**src/rtl/spih_pkg.sv**
```systemverilog
package spih_pkg;
  localparam int unsigned DATA_W = 32;
  localparam int unsigned CS_N   = 4;
  localparam int unsigned CS_W   = $clog2(CS_N);
  localparam int unsigned LEN_W  = $clog2(DATA_W);
  localparam int unsigned EDGE_W = LEN_W + 1;

  // byte offsets decoded by software
  localparam logic [4:0] OFS_RXD = 5'h00;
  localparam logic [4:0] OFS_TXD = 5'h04;
  localparam logic [4:0] OFS_CTL = 5'h08;
  localparam logic [4:0] OFS_CFG = 5'h0C;
  localparam logic [4:0] OFS_IEN = 5'h10;
  localparam logic [4:0] OFS_STS = 5'h18;

  // field positions
  localparam int unsigned CTL_EN     = 0;
  localparam int unsigned CTL_XCH    = 2;
  localparam int unsigned CTL_MST    = 4;
  localparam int unsigned CTL_CS     = 18;
  localparam int unsigned CTL_LEN    = 20;
  localparam int unsigned CFG_PHA    = 0;
  localparam int unsigned CFG_POL    = 4;
  localparam int unsigned CFG_SSL    = 12;
  localparam int unsigned CFG_IDL    = 20;
  localparam int unsigned IEN_TXE    = 0;
  localparam int unsigned IEN_RXR    = 3;
  localparam int unsigned STS_RXR    = 3;

  typedef enum logic {SH_IDLE, SH_RUN} sh_state_e;

  typedef struct packed {
    logic [CS_N-1:0] pha;
    logic [CS_N-1:0] pol;
    logic [CS_N-1:0] ssl;
    logic [CS_N-1:0] idl;
  } lane_cfg_t;
endpackage

```
**src/rtl/spih_fifo.sv**
```systemverilog
module spih_fifo #(
  parameter int unsigned WIDTH = 32,
  parameter int unsigned DEPTH = 64
) (
  input  logic             clk,
  input  logic             rst_n,
  input  logic             flush,
  input  logic             push,
  input  logic             pop,
  input  logic [WIDTH-1:0] wdata,
  output logic [WIDTH-1:0] rdata,
  output logic             empty,
  output logic             full
);
  localparam int unsigned AW = (DEPTH > 1) ? $clog2(DEPTH) : 1;
  localparam int unsigned CW = $clog2(DEPTH + 1);
  localparam logic [AW-1:0] LAST = AW'(DEPTH - 1);

  logic [WIDTH-1:0] mem [DEPTH];
  logic [AW-1:0] wp_q, wp_d, rp_q, rp_d;
  logic [CW-1:0] cnt_q, cnt_d;

  function automatic logic [AW-1:0] bump(input logic [AW-1:0] p);
    return (p == LAST) ? '0 : p + 1'b1;
  endfunction

  always_comb begin
    wp_d  = wp_q;
    rp_d  = rp_q;
    cnt_d = cnt_q;
    if (flush) begin
      wp_d  = '0;
      rp_d  = '0;
      cnt_d = '0;
    end else begin
      if (push) wp_d = bump(wp_q);
      if (pop)  rp_d = bump(rp_q);
      cnt_d = cnt_q + CW'(push) - CW'(pop);
    end
  end

  always_ff @(posedge clk or negedge rst_n) begin
    if (!rst_n) begin
      wp_q  <= '0;
      rp_q  <= '0;
      cnt_q <= '0;
    end else begin
      wp_q  <= wp_d;
      rp_q  <= rp_d;
      cnt_q <= cnt_d;
    end
  end

  always_ff @(posedge clk) begin
    if (push && !flush) mem[wp_q] <= wdata;
  end

  assign rdata = mem[rp_q];
  assign empty = (cnt_q == '0);
  assign full  = (cnt_q == CW'(DEPTH));

  assert_no_overflow_R8: assert property (@(posedge clk) disable iff (!rst_n)
    push |-> !full);
  assert_no_underflow_R9: assert property (@(posedge clk) disable iff (!rst_n)
    pop |-> !empty);
endmodule

```
**src/rtl/spih_shifter.sv**
```systemverilog
module spih_shifter
  import spih_pkg::*;
(
  input  logic              clk,
  input  logic              rst_n,
  input  logic              clr,
  input  logic              tick,
  input  logic              go,
  input  logic [DATA_W-1:0] tx_word,
  input  logic              pha,
  input  logic [LEN_W-1:0]  len_m1,
  input  logic              miso,
  output logic              busy,
  output logic              done,
  output logic              toggle,
  output logic              mosi,
  output logic [DATA_W-1:0] rx_word
);
  sh_state_e st_q, st_d;
  logic [DATA_W-1:0] sr_q, sr_d, rx_q, rx_d;
  logic [EDGE_W-1:0] k_q, k_d;
  logic tog_q, tog_d;
  logic [EDGE_W-1:0] wlen, last_k;

  assign wlen   = EDGE_W'(len_m1) + 1'b1;
  assign last_k = {len_m1, 1'b1};

  always_comb begin
    st_d  = st_q;
    sr_d  = sr_q;
    rx_d  = rx_q;
    k_d   = k_q;
    tog_d = tog_q;
    done  = 1'b0;
    if (clr) begin
      st_d  = SH_IDLE;
      k_d   = '0;
      tog_d = 1'b0;
    end else if (st_q == SH_IDLE) begin
      if (go) begin
        sr_d  = tx_word << (EDGE_W'(DATA_W) - wlen);
        rx_d  = '0;
        k_d   = '0;
        tog_d = 1'b0;
        st_d  = SH_RUN;
      end
    end else if (tick) begin
      if (k_q[0] == pha) rx_d = {rx_q[DATA_W-2:0], miso};
      else if (k_q != '0) sr_d = sr_q << 1;
      tog_d = ~tog_q;
      k_d   = k_q + 1'b1;
      if (k_q == last_k) begin
        done = 1'b1;
        st_d = SH_IDLE;
      end
    end
  end

  always_ff @(posedge clk or negedge rst_n) begin
    if (!rst_n) begin
      st_q  <= SH_IDLE;
      sr_q  <= '0;
      rx_q  <= '0;
      k_q   <= '0;
      tog_q <= 1'b0;
    end else begin
      st_q  <= st_d;
      sr_q  <= sr_d;
      rx_q  <= rx_d;
      k_q   <= k_d;
      tog_q <= tog_d;
    end
  end

  assign busy    = (st_q == SH_RUN);
  assign toggle  = tog_q;
  assign mosi    = sr_q[DATA_W-1];
  assign rx_word = rx_d;

  // a word leaves the run state with the clock back at its resting level
  assert_word_even_edges_R4: assert property (@(posedge clk) disable iff (!rst_n)
    (busy && !clr && $past(busy) && !$past(clr) && !$past(go) && (st_d == SH_IDLE) && tick) |=> !tog_q);
endmodule

```
**src/rtl/spi_queue_host.sv**
```systemverilog
module spi_queue_host
  import spih_pkg::*;
#(
  parameter int unsigned FIFO_DEPTH = 64
) (
  input  logic        clk,
  input  logic        rst_n,
  input  logic        bit_tick,
  input  logic        bus_sel,
  input  logic        bus_wr,
  input  logic [4:0]  bus_addr,
  input  logic [31:0] bus_wdata,
  output logic [31:0] bus_rdata,
  output logic        sclk,
  output logic        mosi,
  input  logic        miso,
  output logic [3:0]  ss,
  output logic        irq
);
  logic [1:0] rsync_q;
  logic rst_s_n;
  always_ff @(posedge clk or negedge rst_n) begin
    if (!rst_n) rsync_q <= '0;
    else        rsync_q <= {rsync_q[0], 1'b1};
  end
  assign rst_s_n = rsync_q[1];

  logic en_q, en_d, xch_q, xch_d;
  logic [3:0] mst_q, mst_d;
  logic [CS_W-1:0] cs_q, cs_d;
  logic [LEN_W-1:0] len_q, len_d;
  lane_cfg_t cfg_q, cfg_d;
  logic [1:0] ien_q, ien_d;

  logic wr, rd, wr_ctl, wr_cfg, wr_ien;
  logic tx_push, tx_empty, tx_full, rx_pop, rx_push, rx_empty, rx_full;
  logic [DATA_W-1:0] tx_head, rx_head, rx_word;
  logic sh_busy, sh_done, sh_tog, start, fin, flush;

  assign wr      = bus_sel && bus_wr;
  assign rd      = bus_sel && !bus_wr;
  assign wr_ctl  = wr && (bus_addr == OFS_CTL);
  assign wr_cfg  = wr && (bus_addr == OFS_CFG);
  assign wr_ien  = wr && (bus_addr == OFS_IEN);
  assign tx_push = wr && (bus_addr == OFS_TXD) && en_q && !tx_full;
  assign rx_pop  = rd && (bus_addr == OFS_RXD) && !rx_empty;
  assign flush   = !en_q;
  assign start   = en_q && xch_q && !sh_busy && !tx_empty;
  assign fin     = xch_q && !sh_busy && tx_empty;
  assign rx_push = sh_done && !rx_full;

  always_comb begin
    en_d  = en_q;
    xch_d = xch_q;
    mst_d = mst_q;
    cs_d  = cs_q;
    len_d = len_q;
    cfg_d = cfg_q;
    ien_d = ien_q;
    if (wr_ctl) begin
      en_d  = bus_wdata[CTL_EN];
      mst_d = bus_wdata[CTL_MST +: 4];
      cs_d  = bus_wdata[CTL_CS +: CS_W];
      len_d = bus_wdata[CTL_LEN +: LEN_W];
    end
    if (wr_cfg) begin
      cfg_d.pha = bus_wdata[CFG_PHA +: CS_N];
      cfg_d.pol = bus_wdata[CFG_POL +: CS_N];
      cfg_d.ssl = bus_wdata[CFG_SSL +: CS_N];
      cfg_d.idl = bus_wdata[CFG_IDL +: CS_N];
    end
    if (wr_ien) ien_d = {bus_wdata[IEN_RXR], bus_wdata[IEN_TXE]};
    if (fin) xch_d = 1'b0;
    if (wr_ctl && bus_wdata[CTL_XCH]) xch_d = 1'b1;
    if (!en_d) xch_d = 1'b0;
  end

  always_ff @(posedge clk or negedge rst_s_n) begin
    if (!rst_s_n) begin
      en_q  <= 1'b0;
      xch_q <= 1'b0;
      mst_q <= '0;
      cs_q  <= '0;
      len_q <= '0;
      cfg_q <= '0;
      ien_q <= '0;
    end else begin
      en_q  <= en_d;
      xch_q <= xch_d;
      mst_q <= mst_d;
      cs_q  <= cs_d;
      len_q <= len_d;
      cfg_q <= cfg_d;
      ien_q <= ien_d;
    end
  end

  spih_fifo #(.WIDTH(DATA_W), .DEPTH(FIFO_DEPTH)) u_txq (
    .clk(clk), .rst_n(rst_s_n), .flush(flush), .push(tx_push), .pop(start),
    .wdata(bus_wdata), .rdata(tx_head), .empty(tx_empty), .full(tx_full));

  spih_fifo #(.WIDTH(DATA_W), .DEPTH(FIFO_DEPTH)) u_rxq (
    .clk(clk), .rst_n(rst_s_n), .flush(flush), .push(rx_push), .pop(rx_pop),
    .wdata(rx_word), .rdata(rx_head), .empty(rx_empty), .full(rx_full));

  spih_shifter u_shift (
    .clk(clk), .rst_n(rst_s_n), .clr(flush), .tick(bit_tick), .go(start),
    .tx_word(tx_head), .pha(cfg_q.pha[cs_q]), .len_m1(len_q), .miso(miso),
    .busy(sh_busy), .done(sh_done), .toggle(sh_tog), .mosi(mosi), .rx_word(rx_word));

  assign sclk = xch_q ? (cfg_q.pol[cs_q] ^ sh_tog) : cfg_q.idl[cs_q];

  for (genvar i = 0; i < CS_N; i++) begin : g_sel
    assign ss[i] = (xch_q && (cs_q == CS_W'(i))) ? cfg_q.ssl[i] : ~cfg_q.ssl[i];
  end

  assign irq = (ien_q[0] && tx_empty) || (ien_q[1] && !rx_empty);

  always_comb begin
    bus_rdata = '0;
    unique case (bus_addr)
      OFS_RXD: bus_rdata = rx_empty ? '0 : rx_head;
      OFS_CTL: begin
        bus_rdata[CTL_EN]              = en_q;
        bus_rdata[CTL_XCH]             = xch_q;
        bus_rdata[CTL_MST +: 4]        = mst_q;
        bus_rdata[CTL_CS +: CS_W]      = cs_q;
        bus_rdata[CTL_LEN +: LEN_W]    = len_q;
      end
      OFS_CFG: begin
        bus_rdata[CFG_PHA +: CS_N] = cfg_q.pha;
        bus_rdata[CFG_POL +: CS_N] = cfg_q.pol;
        bus_rdata[CFG_SSL +: CS_N] = cfg_q.ssl;
        bus_rdata[CFG_IDL +: CS_N] = cfg_q.idl;
      end
      OFS_IEN: begin
        bus_rdata[IEN_TXE] = ien_q[0];
        bus_rdata[IEN_RXR] = ien_q[1];
      end
      OFS_STS: bus_rdata[STS_RXR] = !rx_empty;
      default: bus_rdata = '0;
    endcase
  end

  assert_xch_clears_when_drained_R3: assert property (@(posedge clk) disable iff (!rst_s_n)
    $fell(xch_q) |-> (!en_q || $past(tx_empty && !sh_busy)));
  assert_single_select_R7: assert property (@(posedge clk) disable iff (!rst_s_n)
    $countones(ss ^ ~cfg_q.ssl) <= 1);
  assert_sclk_only_on_tick_R5: assert property (@(posedge clk) disable iff (!rst_s_n)
    (sh_busy && !bit_tick && !wr_ctl && !wr_cfg) |=> $stable(sclk));
endmodule

```
**config.mk**
```make
export PLATFORM = sky130hd
export DESIGN_NAME = spi_queue_host
export DESIGN_NICKNAME = d
export VERILOG_FILES = /design/src/rtl/spih_pkg.sv /design/src/rtl/spih_fifo.sv /design/src/rtl/spih_shifter.sv /design/src/rtl/spi_queue_host.sv
export SDC_FILE = /design/constraint.sdc
export NUM_CORES = 2
export LEC_CHECK = 0
export ABC_AREA = 1
export BUFFER_PORTS_ARGS = -buffer_cell sky130_fd_sc_hd__buf_2
export CAP_MARGIN = 20
export CORE_ASPECT_RATIO = 1.1
export CORE_UTILIZATION = 40
export DETAILED_ROUTE_END_ITERATION = 7
export PLACE_DENSITY = 0.58
export SYNTH_ARGS = -nofsm -noshare
export SYNTH_HDL_FRONTEND = slang
export SYNTH_SLANG_ARGS = --single-unit
```
**constraint.sdc**
```tcl
create_clock -name clk -period 8.7 [get_ports clk]
set_clock_uncertainty 0.2 [all_clocks]
set_input_delay 1.74 -clock clk [delete_from_list [all_inputs] [get_ports clk]]
set_output_delay 1.74 -clock clk [all_outputs]
set_load 0.03 [all_outputs]
```
* Word level (Yosys, flattened, before mapping)
Memory sizes are Yosys's and may differ from the RTL's. Cells that the tools add are included.
Word-level totals: bits in registers 143, RAM bits 4096, input bits 43, word-level logic and storage cells 182, memories 2
Cells by class: add/subtract/negate cells 11, magnitude comparators 1, equal/unequal tests 26, shift-type cells 1, muxes and demuxes 73, bitwise gates (word level) 6, reduce and logical (&&, ||, !) cells 40
Memories:
- u_rxq.mem | depth 64, bits a word 32, read ports 1, clocked after memory_dff 0, wr ports 1, line spih_fifo.sv:19 | logic [WIDTH-1:0] mem [DEPTH];
- u_txq.mem | depth 64, bits a word 32, read ports 1, clocked after memory_dff 0, wr ports 1, line spih_fifo.sv:19
Operators by type and width (number):
- $mux W32 | 11
- $mux W6 | 16
- $shl A32 B6 Y32 | 1
- $add A6 B1 Y6 const B | 5
- $mux W1 | 29
- $logic_and A1 B1 Y1 | 25
- $eq A6 B6 Y1 const B | 4
- $pmux W4 S3 | 2
- $mux W7 | 3
- $add A7 B1 Y7 | 2
- $eq A7 B7 Y1 const B | 2
- $logic_not A7 Y1 | 2
- $sub A7 B1 Y7 | 2
- $eq A5 B4 Y1 const B | 2
- $eq A5 B5 Y1 const B | 2
- $ne A2 B1 Y1 const B | 4
- $pmux W1 S4 | 2
- $pmux W4 S2 | 1
- $add A5 B1 Y6 const B | 1
- $bmux W1 S2 | 3
- $eq A6 B6 Y1 | 1
- $logic_not A1 Y1 | 6
- $ne A2 B2 Y1 const B | 3
- $ne A3 B1 Y1 const B | 2
- other kinds (21) | 27

* Depth between registers and ports, before layout
depth after elaboration 9, gate-level depth with buffers 22, gate-level depth less buffers 19

* Cells and area by module
From an unflattened synthesis, not the netlist that was laid out.
Unflattened totals: cells, all modules 16639, area, all modules 179564.7 µm²
By module, submodules not included:
- spih_fifo at u_txq | times used 1, cells an instance 7851, area an instance 86391.6 µm², seq. area each 61974.4 µm²
- spih_fifo at u_rxq | times used 1, cells an instance 7791, area an instance 86292.8 µm², seq. area each 61974.4 µm²
- spih_shifter | times used 1, cells an instance 709, area an instance 4844.6 µm², seq. area each 1801.7 µm²
- spi_queue_host | times used 1, cells an instance 288, area an instance 2035.7 µm², seq. area each 825.8 µm²

* Worst setup path after synthesis
No wires, ideal clock.
path type input-to-reg, start point in bit_tick, end point mem u_rxq.mem[31][0], enable pin, data arrival time 4.891 ns, required time 8.039 ns, path slack 3.148 ns, cell stages on the path 7, buffers on the path 1, cells stage by stage o211ai_1 -> a221oi_1 -> nand3_1 -> nor2_1 -> buf_2 -> inv_1 -> nor3_1
On the way: longest elaborated chain between the ends 7
Ends and longest elaborated chain:
- start, declared | line spi_queue_host.sv:8 | input logic bit_tick,
- $mux W1 | line spih_shifter.sv:47 | end else if (tick) begin
- $mux W1 | line spih_shifter.sv:39 | end else if (st_q == SH_IDLE) begin
- $mux W1 | line spih_shifter.sv:35 | if (clr) begin
- $logic_and A1 B1 Y1 | line spi_queue_host.sv:50 | assign rx_push = sh_done && !rx_full;
- $logic_and A1 B1 Y1 | line spih_fifo.sv:55 | if (push && !flush) mem[wp_q] <= wdata;
- $mux W1 | line spih_fifo.sv:55
- $mux W1 (not written as such) | line spih_fifo.sv:55
- end, declared | line spih_fifo.sv:19
No other way between the ends.

* Final worst setup path
start point reg u_rxq.rp_q[0], end point out bus_rdata[15]
On the way: longest elaborated chain between the ends 3
Ends and longest elaborated chain:
- start, declared | line spih_fifo.sv:20 | logic [AW-1:0] wp_q, wp_d, rp_q, rp_d;
- start signal, assigned | line spih_fifo.sv:49 | rp_q <= rp_d;
- $mem_v2 Z64 W32
- $mux W32 | line spi_queue_host.sv:122 | OFS_RXD: bus_rdata = rx_empty ? '0 : rx_head;
- $pmux W4 S2 | line spi_queue_host.sv:121 | unique case (bus_addr)
- end, declared | line spi_queue_host.sv:13 | output logic [31:0] bus_rdata,
No other way between the ends.

==> results.md <==
- The flow ran to the end, but the final reports show violations.
- The checks that failed: DRC.
- In the synthesized netlist the async set-or-reset flop fraction comes to 3.37%.
- The number of sinks driven by the clock tree is 4239.
- The worst slew margin relative to its limit is 21.3%.
- The number of synthesized flops with an enable pin is 4096.
- The final critical path takes up 86.9% of the cycle.
- The via count of the first global-routing pass is between 100k and 150k.
- The number of hold-repair buffers added at the cts stage is 0.
- The routability congestion estimate from global placement is ~0.85.
- For this run, the top clock speed supported by timing is 132 MHz.
- The worst min-delay path class is reg -> reg.
- The clock period could shrink to 7560 ps.
- The arrival time at the worst endpoint is 5620 ps.
- edfxtp_1 takes more of the synthesized area than any other cell.
- The floorplan row count is 252.
- The most used flip-flop cell after synthesis is edfxtp_1.
- Global routing used 22.7% of the available tracks.
- Once detail routing completed, the nets flagged for antenna violations numbered 0.
- Summed over its instances, the top area cell type makes up 71.5% of the synthesized netlist area.
- The number of port buffers is just over 80.
- The hold violation total from the final report is 0.
- The ratio of total power to cell area is between 200 and 250 nW/um^2.
- The number of fillers in the final layout is 38569.
- The kind of cell with the highest combined delay along the critical path is buffers and inverters.
- The post-synthesis to final-layout area growth is 12.4%.
- The clock-pin slew of the registers on the worst-case setup and hold paths is 60 ps.
- The signal on the critical path passes through buf_4 > buf_4 > o21ai_0 > o22ai_1 > nor2_1 > o22ai_1 > o21ai_0 > o21ai_0 > o21ai_0 > nand2_1 > buf_2.
- The core area is 428000 um^2.
- The initial antenna violation count came to 30.
- The mapped netlist covers about 170000 um^2.
- The required time of the critical path is 6760 ps.
- The DRC violations left is 40.
- The setup-violating endpoint count in the final report is 0.
- CTS placed an instance of clkbuf_16 at the clock tree root.
- The average detailed-routed wire length per instance is 24.7 um.
- The first-pass GRT wire length is 730000 um.
- For this block, the initial DRC count from the detailed router was 13898.
- For this design the top-level I/O count stands at 82.
- In the final design database the tool counted around 14000 nets.
- The later-pin clock latency in the skew report is 990 ps.
- The number of setup buffers added after CTS is 0.
- For this run, the number of Yosys warnings is 0.
- Leaving out fill and tap cells, the most frequent cells in the layout are edfxtp_1 (4096), nand2_1 (2991), nor2_1 (1611).
- The kind of start point of the critical path is a flop.
- The sequential area share after synthesis is 73.6%.
- The CTS tree is yes.
- For this configuration, the core starts out at a cell density of 40.2%.
- Summed over all layers, the routed wires come to ~500000 um.
- After legalization and detailed placement, the total HPWL measured 254000 um.
- The count of max-cap constraint violations is 0.
- The slowest stage of the critical path belongs to the cell buf_4.
- In this run the mean area of a mapped cell was 12.0 um^2.
- From left edge to right edge, the die measures 627 um.
- The longest clock path from root to sink contains 4 buffers.
- In this run, post-CTS repair resized a total of 0 instances.
- The share of cells above drive strength 1 is 8.53%.
- The setup path with the least slack is of type reg -> out.
- Together, buffers and inverters on the worst path number 3.
- The total leakage power is around 0.067 uW.
- The floorplan step defined a die boundary enclosing 433000 um^2.
- Once layout is complete, the utilization of the core stands at 45.1%.
- The sum of negative setup slack is 0 ps.
- The cell with the most instances on the worst path is o21ai_0.
- The count of final max-slew check failures was 0.
- The total nets after synthesis is 14451.
- The worst-margin pin slew is 1180 ps.
- The number of distinct library cells after synthesis is 51.
- The worst-case IR drop observed on VDD is 0.185 mV.
- The largest net degree at the start of global routing is 232.
- The H-tree generated during clock tree synthesis spans 5 levels.
- Global routing finished with a remaining overflow of 0.
- The floorplan step set the die height to roughly 690 um.
- The overall power of the completed layout is 44600 uW.
- By area the synthesized netlist is led by edfxtp_1 (72%), nand2_1 (6.5%), nand3_1 (4.0%).
- The via-per-instance ratio is 5.57.
- The endpoint type of the worst setup path is a primary output.
- Setup repair after global routing left no endpoint under its margin.
- The cell count after synthesis is 14382.
- The most common library cell in the layout ignoring fill and taps is edfxtp_1.
- The flip-flop and latch count after synthesis is 4239.
- The largest fanout on the critical path is 85.
- The number of vias in the routed layout is 113243.
- The first detailed-routing pass ran for 8 iterations.
- Clock tree synthesis inserted a total of 411 buffers.
- The maximum cell stage delay along the critical path is 780 ps.
==> cell usage after synthesis (2+ instances only) <==
master	count
edfxtp_1	4096
nand2_1	2991
nor2_1	1741
nand3_1	1385
o21ai_0	1375
clkbuf_1	533
inv_1	498
o22ai_1	485
buf_2	314
a21oi_1	219
dfrtp_1	143
o221ai_1	133
o211ai_1	112
buf_1	61
nor3_1	38
o21ai_1	34
inv_2	30
or2_2	28
ha_1	24
buf_4	17
o32ai_1	15
nand4_1	14
a31oi_1	13
clkinv_1	11
a22oi_1	10
o21bai_1	8
a211oi_1	7
mux2_2	5
xor2_1	5
o31ai_1	4
xnor2_1	4
o21a_1	3
a221oi_1	2
a22o_1	2
fa_1	2
nand2_2	2
nor2_2	2
nor4_1	2
o311ai_1	2
==> state kept, by name, summed over array words and instances (netlist names), 2 cells and up <==
register and count:
u_txq.mem 2048, u_rxq.mem 2048, u_txq.cnt_q 7, u_shift.k_q 6, cfg_q 16, cs_q 2, rsync_q 2, u_txq.wp_q 6
u_rxq.cnt_q 7, u_shift.rx_q 32, u_shift.sr_q 32, mst_q 4, u_rxq.wp_q 6, u_rxq.rp_q 6, len_q 5, ien_q 2
u_txq.rp_q 6
==> report_power, final <==
group / switching [uW] / leakage [uW] / internal, uW
logic: 3240 / 0.0219 / 1060
clock network: 7690 / 0.00645 / 10000
registers: 125 / 0.0388 / 22500
==> area by class of cell <==
cell class | count | area, um^2 | area share (%)
Antenna cell | 6 | 15.0 | 0.00777
Tap cell | 5715 | 7150 | 3.70
Clock inverter | 240 | 2140 | 1.11
Sequential cell | 4239 | 127000 | 65.5
Inverter | 540 | 2090 | 1.08
Timing Repair Buffer | 414 | 3310 | 1.71
Multi-Input combinational cell | 8678 | 40900 | 21.2
Clock buffer | 517 | 11100 | 5.72
==> per-layer routing <==
| metal | GRT usage [%] | vias up | part of all wire, % |
|---|---|---|---|
| met5 | 0 | - | 0.0075 |
| met4 | 5.88 | 6 | 2.6 |
| met3 | 3.35 | 680 | 8.5 |
| met2 | 36.6 | 4883 | 47 |
| met1 | 32.1 | 56609 | 42 |
| li1 | - | 51065 | - |
==> worst reg2reg max path, delay by kind of cell, from the launching register on <==
family / cells / cell delay [ps]
and+or+nand+nor: 13 / 2320
buffers and inverters: 5 / 1840
AOI/OAI and AO/OA: 1 / 160
DFF: 1 / 770
==> path summary, 6_finish.rpt <==
kind                                           start                           end  slack [ps]  depth (start not counted)
min reg2reg                     rsync_q[0]$_DFF_PN0_          rsync_q[1]$_DFF_PN0_         150                          0
min                             rsync_q[0]$_DFF_PN0_          rsync_q[1]$_DFF_PN0_         150                          0
max reg2reg                u_txq.rp_q[2]$_DFFE_PN0P_  u_shift.sr_q[31]$_DFFE_PN0P_        3370                         19
max in group asynchronous       rsync_q[1]$_DFF_PN0_     u_txq.rp_q[0]$_DFFE_PN0P_        6690                          1
max                        u_rxq.rp_q[0]$_DFFE_PN0P_                 bus_rdata[15]        1140                         11
min in group asynchronous       rsync_q[1]$_DFF_PN0_   u_shift.sr_q[5]$_DFFE_PN0P_         170                          0
==> kinds of logic after synthesis <==
group,synth area share (%)
AOI/OAI and AO/OA,8.00
xor gates and xnor gates,0.0458
adders and majority gates,0.198
buffers and inverters,3.46
DFF,73.6
muxes,0.0327
other,0.00218
and+or+nand+nor,14.7
==> per-stage QoR <==
stage,cells,cell area (um^2),worst slack (ps),hold WS [ps]
detailed placement,19584,180000,2260,139
global placement,19578,180000,1870,134
global route,20344,193000,923,170
floorplan,14382,172000,3150,131
CTS,20341,193000,1200,152
finish,20349,193000,1140,150
No activity file was read; power rests on OpenSTA's default activity.
